`src/rtl/lrg_pkg.sv`:
```
package lrg_pkg;

  typedef enum logic [1:0] {
    CYC_ORD   = 2'b00,
    CYC_COP   = 2'b01,
    CYC_CACHE = 2'b10,
    CYC_RSVD  = 2'b11
  } cycKind_t;

  typedef enum logic [1:0] {
    SRC_NONE  = 2'b00,
    SRC_COP   = 2'b01,
    SRC_CACHE = 2'b10
  } extSrc_t;

  typedef struct packed {
    logic load;
    logic advance;
    logic clear;
  } lrgStrobe_t;

  localparam int unsigned MIN_PIPE   = 2;
  localparam int unsigned MIN_NOPIPE = 3;
  localparam int unsigned EXT_EARLY  = 2;

  function automatic int unsigned minStates(input logic pipe);
    return pipe ? MIN_PIPE : MIN_NOPIPE;
  endfunction

  function automatic extSrc_t pickSource(input cycKind_t kind, input logic copEn);
    case (kind)
      CYC_COP:   return copEn ? SRC_COP : SRC_NONE;
      CYC_CACHE: return SRC_CACHE;
      default:   return SRC_NONE;
    endcase
  endfunction

endpackage

```
`src/rtl/lrg_control.sv`:
```
module lrg_control
  import lrg_pkg::*;
(
  input  logic       clk,
  input  logic       rstN,
  input  logic       cycStart,
  input  logic       cycEnd,
  output lrgStrobe_t strobe
);

  typedef enum logic {ST_IDLE, ST_BUSY} ctlState_t;

  ctlState_t stateQ, stateD;

  always_comb begin
    stateD = stateQ;
    strobe = '0;
    case (stateQ)
      ST_IDLE: begin
        if (cycStart) begin
          strobe.load = 1'b1;
          stateD      = ST_BUSY;
        end
      end
      ST_BUSY: begin
        if (cycEnd) begin
          if (cycStart) begin
            strobe.load = 1'b1;
          end else begin
            strobe.clear = 1'b1;
            stateD       = ST_IDLE;
          end
        end else begin
          strobe.advance = 1'b1;
        end
      end
      default: stateD = ST_IDLE;
    endcase
  end

  always_ff @(posedge clk) begin
    if (!rstN) stateQ <= ST_IDLE;
    else       stateQ <= stateD;
  end

endmodule

```
`src/rtl/lrg_datapath.sv`:
```
module lrg_datapath
  import lrg_pkg::*;
#(
  parameter int unsigned WAIT_W = 3,
  parameter int unsigned CNT_W  = 4
) (
  input  logic              clk,
  input  logic              rstN,
  input  lrgStrobe_t        strobe,
  input  logic              pipeMode,
  input  logic [1:0]        cycType,
  input  logic              copReadyEn,
  input  logic [WAIT_W-1:0] waitCnt,
  input  logic              copReadyN,
  input  logic              cacheReadyN,
  output logic              cycEnd
);

  localparam logic [CNT_W-1:0] CNT_TOP   = {CNT_W{1'b1}};
  localparam logic [CNT_W-1:0] CNT_FIRST = CNT_W'(1);
  localparam logic [CNT_W-1:0] CNT_EXT   = CNT_W'(EXT_EARLY);

  logic             activeQ;
  logic [CNT_W-1:0] tCountQ;
  logic [CNT_W-1:0] targetQ;
  extSrc_t          srcQ;

  logic [CNT_W-1:0] targetD;
  logic             extLive;
  logic             intDone;
  logic             extDone;

  always_comb begin
    targetD = CNT_W'(minStates(pipeMode)) + CNT_W'(waitCnt);
  end

  always_ff @(posedge clk) begin
    if (!rstN) begin
      activeQ <= 1'b0;
      tCountQ <= '0;
      targetQ <= '0;
      srcQ    <= SRC_NONE;
    end else if (strobe.load) begin
      activeQ <= 1'b1;
      tCountQ <= CNT_FIRST;
      targetQ <= targetD;
      srcQ    <= pickSource(cycKind_t'(cycType), copReadyEn);
    end else if (strobe.clear) begin
      activeQ <= 1'b0;
      tCountQ <= '0;
      srcQ    <= SRC_NONE;
    end else if (strobe.advance && tCountQ != CNT_TOP) begin
      tCountQ <= tCountQ + CNT_W'(1);
    end
  end

  always_comb begin
    case (srcQ)
      SRC_COP:   extLive = ~copReadyN;
      SRC_CACHE: extLive = ~cacheReadyN;
      default:   extLive = 1'b0;
    endcase
  end

  assign intDone = activeQ && (tCountQ == targetQ);
  assign extDone = activeQ && (tCountQ >= CNT_EXT) && extLive;
  assign cycEnd  = intDone || extDone;

endmodule

```
`src/rtl/lrg_ready_gen.sv`:
```
module lrg_ready_gen
  import lrg_pkg::*;
#(
  parameter int unsigned WAIT_W = 3
) (
  input  logic              clk,
  input  logic              rstN,
  input  logic              cycStart,
  input  logic              pipeMode,
  input  logic [1:0]        cycType,
  input  logic              copReadyEn,
  input  logic [WAIT_W-1:0] waitCnt,
  input  logic              copReadyN,
  input  logic              cacheReadyN,
  output logic              readyN
);

  localparam int unsigned MAX_STATES = MIN_NOPIPE + (2 ** WAIT_W) - 1;
  localparam int unsigned CNT_W      = $clog2(MAX_STATES + 1);

  lrgStrobe_t strobe;
  logic       cycEnd;

  lrg_control u_ctl (
    .clk      (clk),
    .rstN     (rstN),
    .cycStart (cycStart),
    .cycEnd   (cycEnd),
    .strobe   (strobe)
  );

  lrg_datapath #(
    .WAIT_W (WAIT_W),
    .CNT_W  (CNT_W)
  ) u_dp (
    .clk         (clk),
    .rstN        (rstN),
    .strobe      (strobe),
    .pipeMode    (pipeMode),
    .cycType     (cycType),
    .copReadyEn  (copReadyEn),
    .waitCnt     (waitCnt),
    .copReadyN   (copReadyN),
    .cacheReadyN (cacheReadyN),
    .cycEnd      (cycEnd)
  );

  assign readyN = ~cycEnd;

endmodule

```
`config.mk`:
```
export PLATFORM = sky130hd
export DESIGN_NAME = lrg_ready_gen
export DESIGN_NICKNAME = d
export VERILOG_FILES = /design/src/rtl/lrg_pkg.sv /design/src/rtl/lrg_control.sv /design/src/rtl/lrg_datapath.sv /design/src/rtl/lrg_ready_gen.sv
export SDC_FILE = /design/constraint.sdc
export NUM_CORES = 1
export LEC_CHECK = 0
export BUFFER_PORTS_ARGS = -buffer_cell sky130_fd_sc_hd__buf_2
export CAP_MARGIN = 20
export CELL_PAD_IN_SITES_DETAIL_PLACEMENT = 1
export CELL_PAD_IN_SITES_GLOBAL_PLACEMENT = 2
export CORE_MARGIN = 8
export CORE_UTILIZATION = 25
export CTS_CLUSTER_SIZE = 24
export DETAILED_ROUTE_END_ITERATION = 16
export PLACE_DENSITY = 0.58
export SETUP_SLACK_MARGIN = 0.5
export SYNTH_ARGS = -nofsm -noshare
export SYNTH_HDL_FRONTEND = slang
export SYNTH_HIERARCHICAL = 1
export SYNTH_SLANG_ARGS = --single-unit
export TNS_END_PERCENT = 20
```
`constraint.sdc`:
```
create_clock -name clk -period 3.1 [get_ports clk]
set_input_delay 0.775 -clock clk [delete_from_list [all_inputs] [get_ports clk]]
set_output_delay 0.775 -clock clk [all_outputs]
set_load 0.02 [all_outputs]
```
==> qor_table.md <==
| Step | Parameter | This run |
| --- | --- | --- |
| sta | Period Utilization, post-route | 0.8129 |
| logic synthesis | Fraction of post-synthesis cell area in the top cell type by area | 0.3416 |
| global routing | Total Routing Usage GR | 0.07349 |
| final layout | Layout cell share with drive strength beyond 1 | 0.2421 |
| sta | Number of failing setup endpoints in the final timing report | 0 |
| floorplanning | Die outline width | 69.04 um |
| global routing | Initial antenna violation count | 0 |
| logic synthesis | Register bit count reported by yosys | 12 |
| clock tree | Setup Fix Bufs, Post-CTS | 0 |
| clock tree | Clock latency reported for the late side of the worst-skew pair | 270 ps |
| worst hold path | WHS Endpoint | u_dp/targetQ[3]$_SDFFE_PN0P_ |
| power | Post-route total power | 0.0003740 W |
| route | Per-cell routed wire length | 13.06 um |
| logic synthesis | Top post-synthesis cells by area | sky130_fd_sc_hd__dfxtp_1 (34%), sky130_fd_sc_hd__ha_1 (11%), sky130_fd_sc_hd__xor2_1 (5.0%) |
| sta | RSZ-0062 raised after global routing | yes |
| logic synthesis | Share of synthesized registers carrying an async set or reset | 0 |
| final layout | Area growth, synth to finish | 21.17% |
| run status | Run status | completed |
| route | Vias post-DR | 605 |
| floorplanning | Chip Height | 69.04 um |
| global routing | Largest net degree at the start of global routing | 13 |
| sta | Worst-Margin Slew | 364.4 ps |
| clock tree | Number of sinks handled by clock tree synthesis | 12 |
| logic synthesis | Post-Syn Area | 703.2 um^2 |
| placed design | HPWL after detailed placement | 1.323 mm |
| sta | Clock skew after layout | 6.935 ps |
| critical path | Class of the most critical setup path | flop to output pin |
| critical path | Launch instance of the worst register-to-register path | u_dp/tCountQ[0]$_SDFFE_PN0P_ |
| logic synthesis | Number of synthesized flops with an enable pin | 0 |
| floorplanning | Starting utilization of the core area | 0.2595 |
| route | Drt via density | 4.802 |
| placed design | Count of input and output buffers | 12 |
| clock tree | Largest buffer count on any clock path | 2 |
| logic synthesis | Warnings, synthesis | 6 |
| clock tree | H-Tree Level Count | 1 |
| power | Logic pwr share | 0.191 |
| power | Leak | 0.3841 nW |
| critical path | Kind of capture point of the worst setup path | output pin |
| global routing | Global-route congestion overflow total | 0 |
| clock tree | Inserted Clock Buffers | 3 |
| logic synthesis | Part of the Yosys area used for sequential elements | 0.3416 |
| logic synthesis | Mapped Avg Cell Area | 8.901 um^2 |
| power | Clock share of power | 0.340 |
| sta | Minimum clock period | 2520 ps |
| sta | Headroom to the max-slew limit | 0.7548 |
| logic synthesis | Most used flip-flop cell after synthesis | sky130_fd_sc_hd__dfxtp_1 |
| sta | Sum of negative setup slack | 0 ps |
| floorplanning | Number of top-level pins | 13 |
| power | Power spent charging and discharging nets | 0.0001039 W |
| global routing | Number of global-route vias before repair | 638 |
| clock tree | Hold buffers post-CTS | 0 |
| critical path | Startpoint type of the worst setup path | flop |
| worst hold path | Critical hold path startpoint | u_dp/targetQ[3]$_SDFFE_PN0P_ |
| clock tree | Clk root buf | sky130_fd_sc_hd__clkbuf_4 |
| route | Violation count after the first detailed-routing iteration | 20 |
| floorplanning | Placeable core region | 2710 um^2 |
| sta | Final hold violation count | 0 |
| run | MaxCap Viol Count | 0 |
| critical path | Capture point of the worst reg-to-reg path | u_dp/srcQ[1]$_SDFFE_PN0P_ |
| clock tree | TritonCTS clock tree | done |
| logic synthesis | Gate count after technology mapping | 79 |
| final layout | Fill cell instance count of the final layout | 344 |
| logic synthesis | Library cell with the largest summed area after synthesis | sky130_fd_sc_hd__dfxtp_1 |
| logic synthesis | Library cell with the highest instance count after synthesis | sky130_fd_sc_hd__dfxtp_1 |
| route | Routed wire length | 1.645 mm |
| logic synthesis | Count of unique library cells instantiated by Yosys | 28 |
| sta | Fmax | 0.3968 GHz |
| power | Peak supply drop | 169.8 uV |
| worst hold path | Classification of the worst-slack hold path | flop to flop |
| sta | Number of max-slew violations in the final report | 0 |
| floorplanning | Total Die Area | 4766 um^2 |
| floorplanning | Row count | 19 |
| power | Power density over cell area | 438.9 nW/um^2 |
| critical path | Worst-case register-to-register setup slack | 730 ps |
| final layout | Post-layout net count | 114 |
| logic synthesis | List of most frequent post-synthesis cells | sky130_fd_sc_hd__dfxtp_1 (12), sky130_fd_sc_hd__inv_1 (9), sky130_fd_sc_hd__ha_1 (6) |
| final layout | Diode count | 0 |
| critical path | Largest fanout of any net on the critical path | 5 |
| placed design | Final RePlAce weighted congestion | 0.6506 |
| critical path | Arrival time of the worst setup path | 1740 ps |
| logic synthesis | Net Count, Synth | 97 |
| route | DRC viols | 0 |
| route | Remaining antenna violation count | 0 |
| global routing | First-pass GRT wire length | 2.967 mm |
| power | Share of total power consumed by net switching | 0.2777 |
| worst hold path | WHS Path Cells | 2 |
| critical path | Critical path data required time | 2320 ps |
| clock tree | Clock transition at the register clock pins on the worst setup and hold paths after CTS | 90 ps |
| route | Pre-antenna DRT Iters | 2 |
| power | Fraction of power consumed by sequential logic | 0.469 |
| critical path | Count of cells along the worst register-to-register path | 10 |
| power | Total internal power | 0.0002701 W |
==> logic make-up (layout without fill, tap and decap cells) <==
family	Yosys count	in the layout	share of synthesized area
buf+inv	10	26	0.05515
xor+xnor	5	5	0.06227
fa+ha+maj	6	6	0.1068
mux	3	3	0.04271
flops	12	12	0.3416
compound gates	12	12	0.1121
simple gates	31	31	0.2794
==> layout by cell type, fill, tap and decap left out, types with 2 or more instances in the layout <==
master,count
sky130_fd_sc_hd__ha_1,6
sky130_fd_sc_hd__nand3_1,3
sky130_fd_sc_hd__xor2_1,4
sky130_fd_sc_hd__mux2i_1,3
sky130_fd_sc_hd__o21a_1,2
sky130_fd_sc_hd__a211oi_1,2
sky130_fd_sc_hd__nand2_1,3
sky130_fd_sc_hd__inv_1,9
sky130_fd_sc_hd__dfxtp_1,12
sky130_fd_sc_hd__nand4b_1,2
sky130_fd_sc_hd__and3b_1,2
sky130_fd_sc_hd__nand2b_1,4
sky130_fd_sc_hd__a21oi_1,5
sky130_fd_sc_hd__nor2_1,5
sky130_fd_sc_hd__or3_1,2
sky130_fd_sc_hd__and3_2,2
sky130_fd_sc_hd__clkbuf_4,3
sky130_fd_sc_hd__buf_2,12
==> metrics by stage <==
step / setup slack (ps) / util / hold WS [ps] / area [um^2] / cells
after global placement: 636.6 / 0.2969 / 471.7 / 804.5 / 122
after CTS: 561.8 / 0.3126 / 489.3 / 847.1 / 126
after detailed placement: 601.1 / 0.2969 / 477.1 / 804.5 / 122
after floorplan: 880.3 / - / 456.9 / 703.2 / 79
final: 580.2 / 0.3144 / 484.9 / 852.1 / 126
after global routing: 471.3 / 0.3144 / 532.7 / 852.1 / 126
==> what timing repair did <==
action,CTS,global route
endpoints found under the setup margin,1,4
resized for setup,1,1
pin swaps,0,0
==> state kept, by name, summed over array words and instances, names as in the netlist <==
register,count
u_dp/targetQ,4
u_dp/activeQ,1
u_ctl/stateQ,1
u_dp/tCountQ,4
u_dp/srcQ,2
==> per-layer routing <==
layer | wire length, um | up-vias | global-route usage
li1 | - | 308 | -
met1 | 825 | 285 | 0.09306
met2 | 734 | 10 | 0.1086
met3 | 70 | 2 | 0.02575
met4 | 14 | 0 | 0.03189
met5 | 0 | - | 0
==> power groups by stage <==
stage | clock network, W | registers, W | logic (W)
after floorplan | 0 | 0.000175 | 0.0000495
after CTS | 0.000134 | 0.000176 | 0.0000724
final | 0.000127 | 0.000175 | 0.0000716
after global routing | 0.000143 | 0.000177 | 0.0000822
after global placement | 0 | 0.000179 | 0.0000699
after detailed placement | 0 | 0.000179 | 0.0000715
==> worst max path at each step <==
stage	from	end	depth (start not counted)	slack (ps)
floorplan	copReadyN	readyN	4	880
detailed placement	u_dp/tCountQ[0]$_SDFFE_PN0P_	u_dp/tCountQ[2]$_SDFFE_PP0P_	10	600
global placement	u_dp/tCountQ[0]$_SDFFE_PN0P_	u_dp/tCountQ[2]$_SDFFE_PP0P_	10	640
CTS	u_dp/tCountQ[0]$_SDFFE_PN0P_	readyN	7	560
finish	u_dp/tCountQ[0]$_SDFFE_PN0P_	readyN	7	580
global route	u_dp/tCountQ[0]$_SDFFE_PN0P_	readyN	7	470
==> layout make-up <==
cell class,count,area [um^2],area share
multi-input cells,57,435.4,0.5110
repair buffers,13,67.56,0.07930
flip-flops and latches,12,240.2,0.2819
well taps,31,38.79,0.04552
clock buffers,4,36.28,0.04258
inverters,9,33.78,0.03965
==> worst max-delay path, stage by stage (launching register included) <==
cell and delay (ps):
sky130_fd_sc_hd__dfxtp_1 450, sky130_fd_sc_hd__inv_1 110, sky130_fd_sc_hd__ha_1 210, sky130_fd_sc_hd__nor4_2 180
sky130_fd_sc_hd__a211oi_1 80, sky130_fd_sc_hd__o21a_1 240, sky130_fd_sc_hd__inv_1 60, sky130_fd_sc_hd__buf_2 150
(Power assumes the default switching activity.)
